===== config.mk =====
export PLATFORM = sky130hd
export DESIGN_NAME = slave_fifo_port
export DESIGN_NICKNAME = d
export VERILOG_FILES = /design/src/rtl/sfp_pkg.sv /design/src/rtl/sfp_strobe_front.sv /design/src/rtl/sfp_fifo_bank.sv /design/src/rtl/sfp_flag_reg.sv /design/src/rtl/slave_fifo_port.sv
export SDC_FILE = /design/constraint.sdc
export NUM_CORES = 1
export LEC_CHECK = 0
export BUFFER_PORTS_ARGS = -buffer_cell sky130_fd_sc_hd__buf_2
export CAP_MARGIN = 0
export CORE_MARGIN = 2
export CORE_UTILIZATION = 35
export CTS_CLUSTER_SIZE = 12
export DETAILED_ROUTE_END_ITERATION = 8
export PLACE_DENSITY_LB_ADDON = 0.12
export SLEW_MARGIN = 25
export SYNTH_ARGS = -nofsm -noshare
export SYNTH_HDL_FRONTEND = slang
export SYNTH_SLANG_ARGS = --single-unit

===== constraint.sdc =====
create_clock -name clk -period 2.87 [get_ports clk]
set_input_delay 0.1435 -clock clk [delete_from_list [all_inputs] [get_ports clk]]
set_output_delay 0.1435 -clock clk [all_outputs]
set_load 0.005 [all_outputs]

===== src/rtl/sfp_pkg.sv =====
package sfp_pkg;
  localparam int SFP_DW = 16;
  localparam int SFP_AW = 2;
  localparam int SFP_NF = 1 << SFP_AW;

  typedef struct packed {
    logic              cs_n;
    logic              rd_n;
    logic              wr_n;
    logic              pe_n;
    logic [SFP_AW-1:0] addr;
    logic [SFP_DW-1:0] data;
  } pin_snap_t;
endpackage


===== src/rtl/sfp_strobe_front.sv =====
module sfp_strobe_front
  import sfp_pkg::*;
(
  input  logic              clk,
  input  logic              rst_n,
  input  logic              async_mode,
  input  pin_snap_t         pins,
  output logic              wr_ev,
  output logic              rd_ev,
  output logic              pe_ev,
  output logic [SFP_AW-1:0] ev_addr,
  output logic [SFP_DW-1:0] ev_data
);
  localparam int NSTG = 3;
  localparam pin_snap_t IDLE = '{cs_n: 1'b1, rd_n: 1'b1, wr_n: 1'b1,
                                 pe_n: 1'b1, addr: '0, data: '0};

  pin_snap_t stg   [NSTG];
  pin_snap_t stg_d [NSTG];

  // stage 0/1: synchronizer, stage 2: previous value for edge detection
  always_comb begin
    stg_d[0] = pins;
    for (int k = 1; k < NSTG; k++) stg_d[k] = stg[k-1];
  end

  always_ff @(posedge clk or negedge rst_n) begin
    if (!rst_n) begin
      for (int k = 0; k < NSTG; k++) stg[k] <= IDLE;
    end else begin
      for (int k = 0; k < NSTG; k++) stg[k] <= stg_d[k];
    end
  end

  logic a_sel;
  always_comb begin
    a_sel = ~stg[2].cs_n;
    if (async_mode) begin
      wr_ev   = a_sel & stg[1].wr_n & ~stg[2].wr_n;
      rd_ev   = a_sel & stg[1].rd_n & ~stg[2].rd_n;
      pe_ev   = a_sel & stg[1].pe_n & ~stg[2].pe_n;
      ev_addr = stg[2].addr;
      ev_data = stg[2].data;
    end else begin
      wr_ev   = ~pins.cs_n & ~pins.wr_n;
      rd_ev   = ~pins.cs_n & ~pins.rd_n;
      pe_ev   = ~pins.cs_n & ~pins.pe_n;
      ev_addr = pins.addr;
      ev_data = pins.data;
    end
  end
endmodule


===== src/rtl/sfp_fifo_bank.sv =====
module sfp_fifo_bank
  import sfp_pkg::*;
#(
  parameter int DEPTH = 4,
  localparam int PW = $clog2(DEPTH),
  localparam int LW = $clog2(DEPTH + 1)
) (
  input  logic                             clk,
  input  logic                             rst_n,
  input  logic                             wr_ev,
  input  logic                             rd_ev,
  input  logic [SFP_AW-1:0]                ev_addr,
  input  logic [SFP_DW-1:0]                ev_data,
  input  logic [SFP_NF-1:0]                word_mode,
  output logic [SFP_NF-1:0][SFP_DW-1:0]    head,
  output logic [SFP_NF-1:0][LW-1:0]        lvl
);
  localparam int HB = SFP_DW / 2;

  for (genvar g = 0; g < SFP_NF; g++) begin : g_fifo
    logic [SFP_DW-1:0] mem [DEPTH];
    logic [PW-1:0]     wp, wp_d, rp, rp_d;
    logic [LW-1:0]     cnt, cnt_d;
    logic              hit, push, pop;
    logic [SFP_DW-1:0] wdata;

    always_comb begin
      hit   = (ev_addr == SFP_AW'(g));
      push  = wr_ev & hit & (cnt != LW'(DEPTH));
      pop   = rd_ev & hit & (cnt != '0);
      wdata = word_mode[g] ? ev_data : {{HB{1'b0}}, ev_data[HB-1:0]};
      wp_d  = wp;
      rp_d  = rp;
      cnt_d = cnt;
      if (push) wp_d = (wp == PW'(DEPTH - 1)) ? '0 : wp + 1'b1;
      if (pop)  rp_d = (rp == PW'(DEPTH - 1)) ? '0 : rp + 1'b1;
      if (push && !pop) cnt_d = cnt + 1'b1;
      if (pop && !push) cnt_d = cnt - 1'b1;
    end

    always_ff @(posedge clk or negedge rst_n) begin
      if (!rst_n) begin
        wp  <= '0;
        rp  <= '0;
        cnt <= '0;
      end else begin
        wp  <= wp_d;
        rp  <= rp_d;
        cnt <= cnt_d;
      end
    end

    always_ff @(posedge clk) begin
      if (push) mem[wp] <= wdata;
    end

    assign head[g] = mem[rp];
    assign lvl[g]  = cnt;
  end
endmodule


===== src/rtl/sfp_flag_reg.sv =====
module sfp_flag_reg
  import sfp_pkg::*;
#(
  parameter int DEPTH = 4,
  localparam int LW = $clog2(DEPTH + 1)
) (
  input  logic                      clk,
  input  logic                      rst_n,
  input  logic [SFP_AW-1:0]         sel_addr,
  input  logic [SFP_NF-1:0][LW-1:0] lvl,
  input  logic                      pe_ev,
  input  logic [SFP_AW-1:0]         ev_addr,
  output logic                      empty,
  output logic                      full,
  output logic                      commit_valid,
  output logic [SFP_AW-1:0]         commit_fifo,
  output logic [LW-1:0]             commit_level
);
  logic              empty_d, full_d, cv_d;
  logic [SFP_AW-1:0] cf_d;
  logic [LW-1:0]     cl_d, sel_lvl;

  always_comb begin
    sel_lvl = lvl[sel_addr];
    empty_d = (sel_lvl == '0);
    full_d  = (sel_lvl == LW'(DEPTH));
    cv_d    = pe_ev;
    cf_d    = pe_ev ? ev_addr : commit_fifo;
    cl_d    = pe_ev ? lvl[ev_addr] : commit_level;
  end

  always_ff @(posedge clk or negedge rst_n) begin
    if (!rst_n) begin
      empty        <= 1'b1;
      full         <= 1'b0;
      commit_valid <= 1'b0;
      commit_fifo  <= '0;
      commit_level <= '0;
    end else begin
      empty        <= empty_d;
      full         <= full_d;
      commit_valid <= cv_d;
      commit_fifo  <= cf_d;
      commit_level <= cl_d;
    end
  end
endmodule


===== src/rtl/slave_fifo_port.sv =====
module slave_fifo_port
  import sfp_pkg::*;
#(
  parameter int DEPTH = 4,
  localparam int LVL_W = $clog2(DEPTH + 1)
) (
  input  logic              clk,
  input  logic              rst_n,
  input  logic              async_mode,
  input  logic [SFP_NF-1:0] word_mode,
  input  logic              cs_n,
  input  logic [SFP_AW-1:0] fifo_addr,
  input  logic              rd_n,
  input  logic              wr_n,
  input  logic              oe_n,
  input  logic              pktend_n,
  input  logic [SFP_DW-1:0] din,
  output logic [SFP_DW-1:0] dout,
  output logic [1:0]        dout_en,
  output logic              empty,
  output logic              full,
  output logic              commit_valid,
  output logic [SFP_AW-1:0] commit_fifo,
  output logic [LVL_W-1:0]  commit_level
);
  localparam int HB = SFP_DW / 2;

  logic [1:0] rst_sr;
  logic       rst_q_n;
  always_ff @(posedge clk or negedge rst_n) begin
    if (!rst_n) rst_sr <= 2'b00;
    else        rst_sr <= {rst_sr[0], 1'b1};
  end
  assign rst_q_n = rst_sr[1];

  pin_snap_t pins;
  assign pins = '{cs_n: cs_n, rd_n: rd_n, wr_n: wr_n, pe_n: pktend_n,
                  addr: fifo_addr, data: din};

  logic              wr_ev, rd_ev, pe_ev;
  logic [SFP_AW-1:0] ev_addr;
  logic [SFP_DW-1:0] ev_data;

  sfp_strobe_front u_front (
    .clk        (clk),
    .rst_n      (rst_q_n),
    .async_mode (async_mode),
    .pins       (pins),
    .wr_ev      (wr_ev),
    .rd_ev      (rd_ev),
    .pe_ev      (pe_ev),
    .ev_addr    (ev_addr),
    .ev_data    (ev_data)
  );

  logic [SFP_NF-1:0][SFP_DW-1:0] head_w;
  logic [SFP_NF-1:0][LVL_W-1:0]  lvl_w;

  sfp_fifo_bank #(.DEPTH(DEPTH)) u_bank (
    .clk       (clk),
    .rst_n     (rst_q_n),
    .wr_ev     (wr_ev),
    .rd_ev     (rd_ev),
    .ev_addr   (ev_addr),
    .ev_data   (ev_data),
    .word_mode (word_mode),
    .head      (head_w),
    .lvl       (lvl_w)
  );

  sfp_flag_reg #(.DEPTH(DEPTH)) u_flags (
    .clk          (clk),
    .rst_n        (rst_q_n),
    .sel_addr     (fifo_addr),
    .lvl          (lvl_w),
    .pe_ev        (pe_ev),
    .ev_addr      (ev_addr),
    .empty        (empty),
    .full         (full),
    .commit_valid (commit_valid),
    .commit_fifo  (commit_fifo),
    .commit_level (commit_level)
  );

  logic oe_act;
  always_comb begin
    oe_act  = ~cs_n & ~oe_n;
    dout_en = oe_act ? (word_mode[fifo_addr] ? 2'b11 : 2'b01) : 2'b00;
    dout    = head_w[fifo_addr] & {{HB{dout_en[1]}}, {HB{dout_en[0]}}};
  end
endmodule


==> out/qor.yml <==
setup_path:
  end_kind: "output pin"
  cp.arrival_ns: 2.58
  critPathRequiredTime_ns: 2.73
  crit_type: "input pin to output pin"
  start_kind: "input pin"
  crit_fanout: 9
cells_and_area:
  n_antenna_cell: 0
  final_common_cell: "edfxtp_1"
  fin_area_sq_mm: 0.01693
  syn2layout_area_growth_pct: 18.35
  finalNetCount: 992
  layout_common_cells: "256 x edfxtp_1, 89 x dfrtp_1, 54 x mux2i_1, 54 x buf_2, 44 x inv_1"
  fin_util_pct: 41.73
  drive_gt1_share_pct: 27.10
placement:
  detailed_place.area_sq_mm: 0.01540
  gp_congestion: 0.7320
  hpwl_microns: 20210
  portBuffers: 55
sta:
  drv_slew: 0
  fin_skew_ns: 0.01566
  rsz0062_at_grt: "false"
  setup-tns-final_ns: 0
  worst_pin_slew_ns: 0.7262
  setup-violations-final: 0
  hold_violations: 0
  timing.slew.headroom_pct: 51.29
  max_freq_ghz: 0.3668
  min_period_over_period_pct: 94.99
  fin_crit_ns: 2.726
  fin_hold_ws_ns: 0.1215
floorplan:
  initial_utilization_pct: 35.26
  top_level_ports: 56
  dieWidth_microns: 206.1
  die_h_microns: 206.1
  core_sq_mm: 0.04055
  rows: 74
  dieArea_sq_mm: 0.04249
yosys:
  synthCells: 802
  yosys.area_share.simple_pct: 4.803
  seq_area_frac_synth_pct: 72.06
  synth_nets: 860
  synthTopCellsByArea: "edfxtp_1 54%, dfrtp_1 16%, mux4_2 6.8%, mux2i_1 3.8%, dfstp_2 2.4%"
  syn_avg_cell_area_sq_um: 17.83
  synth-edff-count: 256
  synth_top_area_share_pct: 53.75
  synth_ff_type: "edfxtp_1"
  synth_xor_area_share_pct: 0.7349
  synth_async_sr_flop_share_pct: 28.89
  synth-seq-cells: 360
  synth_cell_type_count: 53
  yosysTopAreaCell: "edfxtp_1"
  synth_top_family_by_area: "multiplexers"
  synthMuxAreaShare_pct: 13.25
  synthAdderAreaFrac_pct: 2.660
  ys_warn_count: 0
  syn-cell-area_sq_mm: 0.01430
  synth_compound_area_share_pct: 3.876
drt:
  drt_iter0_drc: 429
  vias: 7101
  wl_microns: 30800
  firstDrtPassIters: 7
  wl_per_cell_microns: 20.60
  viasPerCell: 4.750
  antenna_left: 0
  drc: 0
clock_tree:
  cts_buffers: 41
  cts_tree: "yes"
  worstSkewPairLatency_ns: 0.55
  clk_pin_slew_ns: 0.06
  clock-sinks: 360
  htreeDepth: 2
  root_buffer: "clkbuf_16"
  cts.path.max_buffers: 3
  post-cts-setup-buffers: 0
global_routing:
  grt_remaining_overflow: 0
  grt_pass1_wl_microns: 46710
  antenna_found_initial: 1
  grt_pass1_vias: 7465
  grt_start_max_net_pins: 71
  track_usage_pct: 15.19
pwr:
  p_leak_nw: 6.234
  ir_worst_vdd_v: 0.0003879
  power_density_mw_per_mm2: 823.0
  p_total_mw: 13.93
worst_hold_path:
  hold_class: "input pin to flop"
outcome:
  outcome: "complete, no violations"
flow_run:
  cap_viol_max_count: 0
==> power breakdown <==
part           leakage [nW]  internal (mW)  switching [mW]
Clock                 0.619           2.88            2.00
Sequential             3.53           5.97           0.339
Combinational          2.08           1.36            1.39
Total                  6.23           10.2            3.72
==> synthesized netlist by cell type (2+ instances only) <==
cell       instances
nand3_1            3
clkbuf_1           3
a2111oi_0          8
ha_1              24
buf_4              4
buf_6              4
fa_1               4
mux4_2            43
xnor2_1            4
o22ai_1           17
mux2_4             4
inv_1             44
nor2b_1           34
nor3b_1            2
a211oi_4           4
dfrtp_1           91
mux2i_1           54
nor2_1            32
a22oi_1            8
o221ai_1           8
and2_1            18
edfxtp_1         256
nand2_1           12
o21ai_0            3
or3_4              2
a31oi_1            2
xor2_1             8
nand3b_1           2
buf_2             19
mux2_2            29
a222oi_1           3
a21oi_1           14
dfstp_2           13
nor3_1             7
==> critical path, cell delays in order <==
cell	delay, ns
dlygate4sd3_1	0.54
buf_2	0.15
or2_2	0.43
inv_2	0.16
nand3_1	0.37
o221ai_1	0.56
buf_2	0.21
==> timing repair <==
action                     CTS  global route
hold endpoints to repair    25             0
gates resized for setup      5             7
hold buffers                24             0
setup endpoints to repair    5             7
cloned                       0             0
==> flip-flops by register name, indices dropped and copies added, names as in the netlist <==
signal                cells
rst_sr                    2
u_bank.g_fifo.cnt        12
u_flags.full              1
u_flags.commit_fifo       2
u_bank.g_fifo.rp          8
u_bank.g_fifo.mem       256
u_flags.commit_valid      1
u_front.stg              66
u_flags.commit_level      3
u_bank.g_fifo.wp          8
u_flags.empty             1
==> cell type report <==
class	instances	area [sq um]
clock buffer	57	1156
fill	3700	23630
clock inverter	15	95.09
tap	532	665.6
multi-input combinational	365	3657
timing repair buffer	121	870.8
sequential	360	10310
inverter	45	168.9
==> cells by family after synthesis <==
| logic type | count (synthesis) |
|---|---|
| flip-flops | 360 |
| buffers and inverters | 77 |
| other | 1 |
| AND/OR/NAND/NOR | 123 |
| adder cells (fa/ha/maj) | 28 |
| AO/OA/AOI/OAI | 71 |
| multiplexers | 130 |
| XOR/XNOR | 12 |
==> per-layer routing <==
layer | routed length (microns) | vias up | GRT usage (%)
met5 | 13 | - | 0
met4 | 1035 | 2 | 6.556
met3 | 1065 | 61 | 2.570
met2 | 14530 | 114 | 24.39
met1 | 14150 | 3629 | 20.40
li1 | - | 3295 | -
==> metrics by stage <==
step                      cells  worst slack (ns)
after floorplan             802            0.6402
after CTS                  1495          0.002590
after detailed placement   1399            0.4033
final                      1495            0.1439
after global placement     1399            0.4057
after global routing       1495           0.02616
==> final timing paths <==
path	start	end	slack, ns	cells after the start
worst max-delay path	cs_n	dout[11]	0.14	7
worst min-delay path	word_mode[2]	u_bank.g_fifo[2].mem[0][11]	0.12	2
worst max register to register	u_front.stg[41]	u_bank.g_fifo[3].cnt[2]	0.45	10
worst min register to register	rst_sr[1]	u_front.stg[54]	0.28	0
max in group asynchronous	rst_sr[1]	u_flags.empty	1.84	1
min in group asynchronous	rst_sr[1]	u_front.stg[54]	0.28	0
Note: power is estimated with default switching activity, not from simulation.
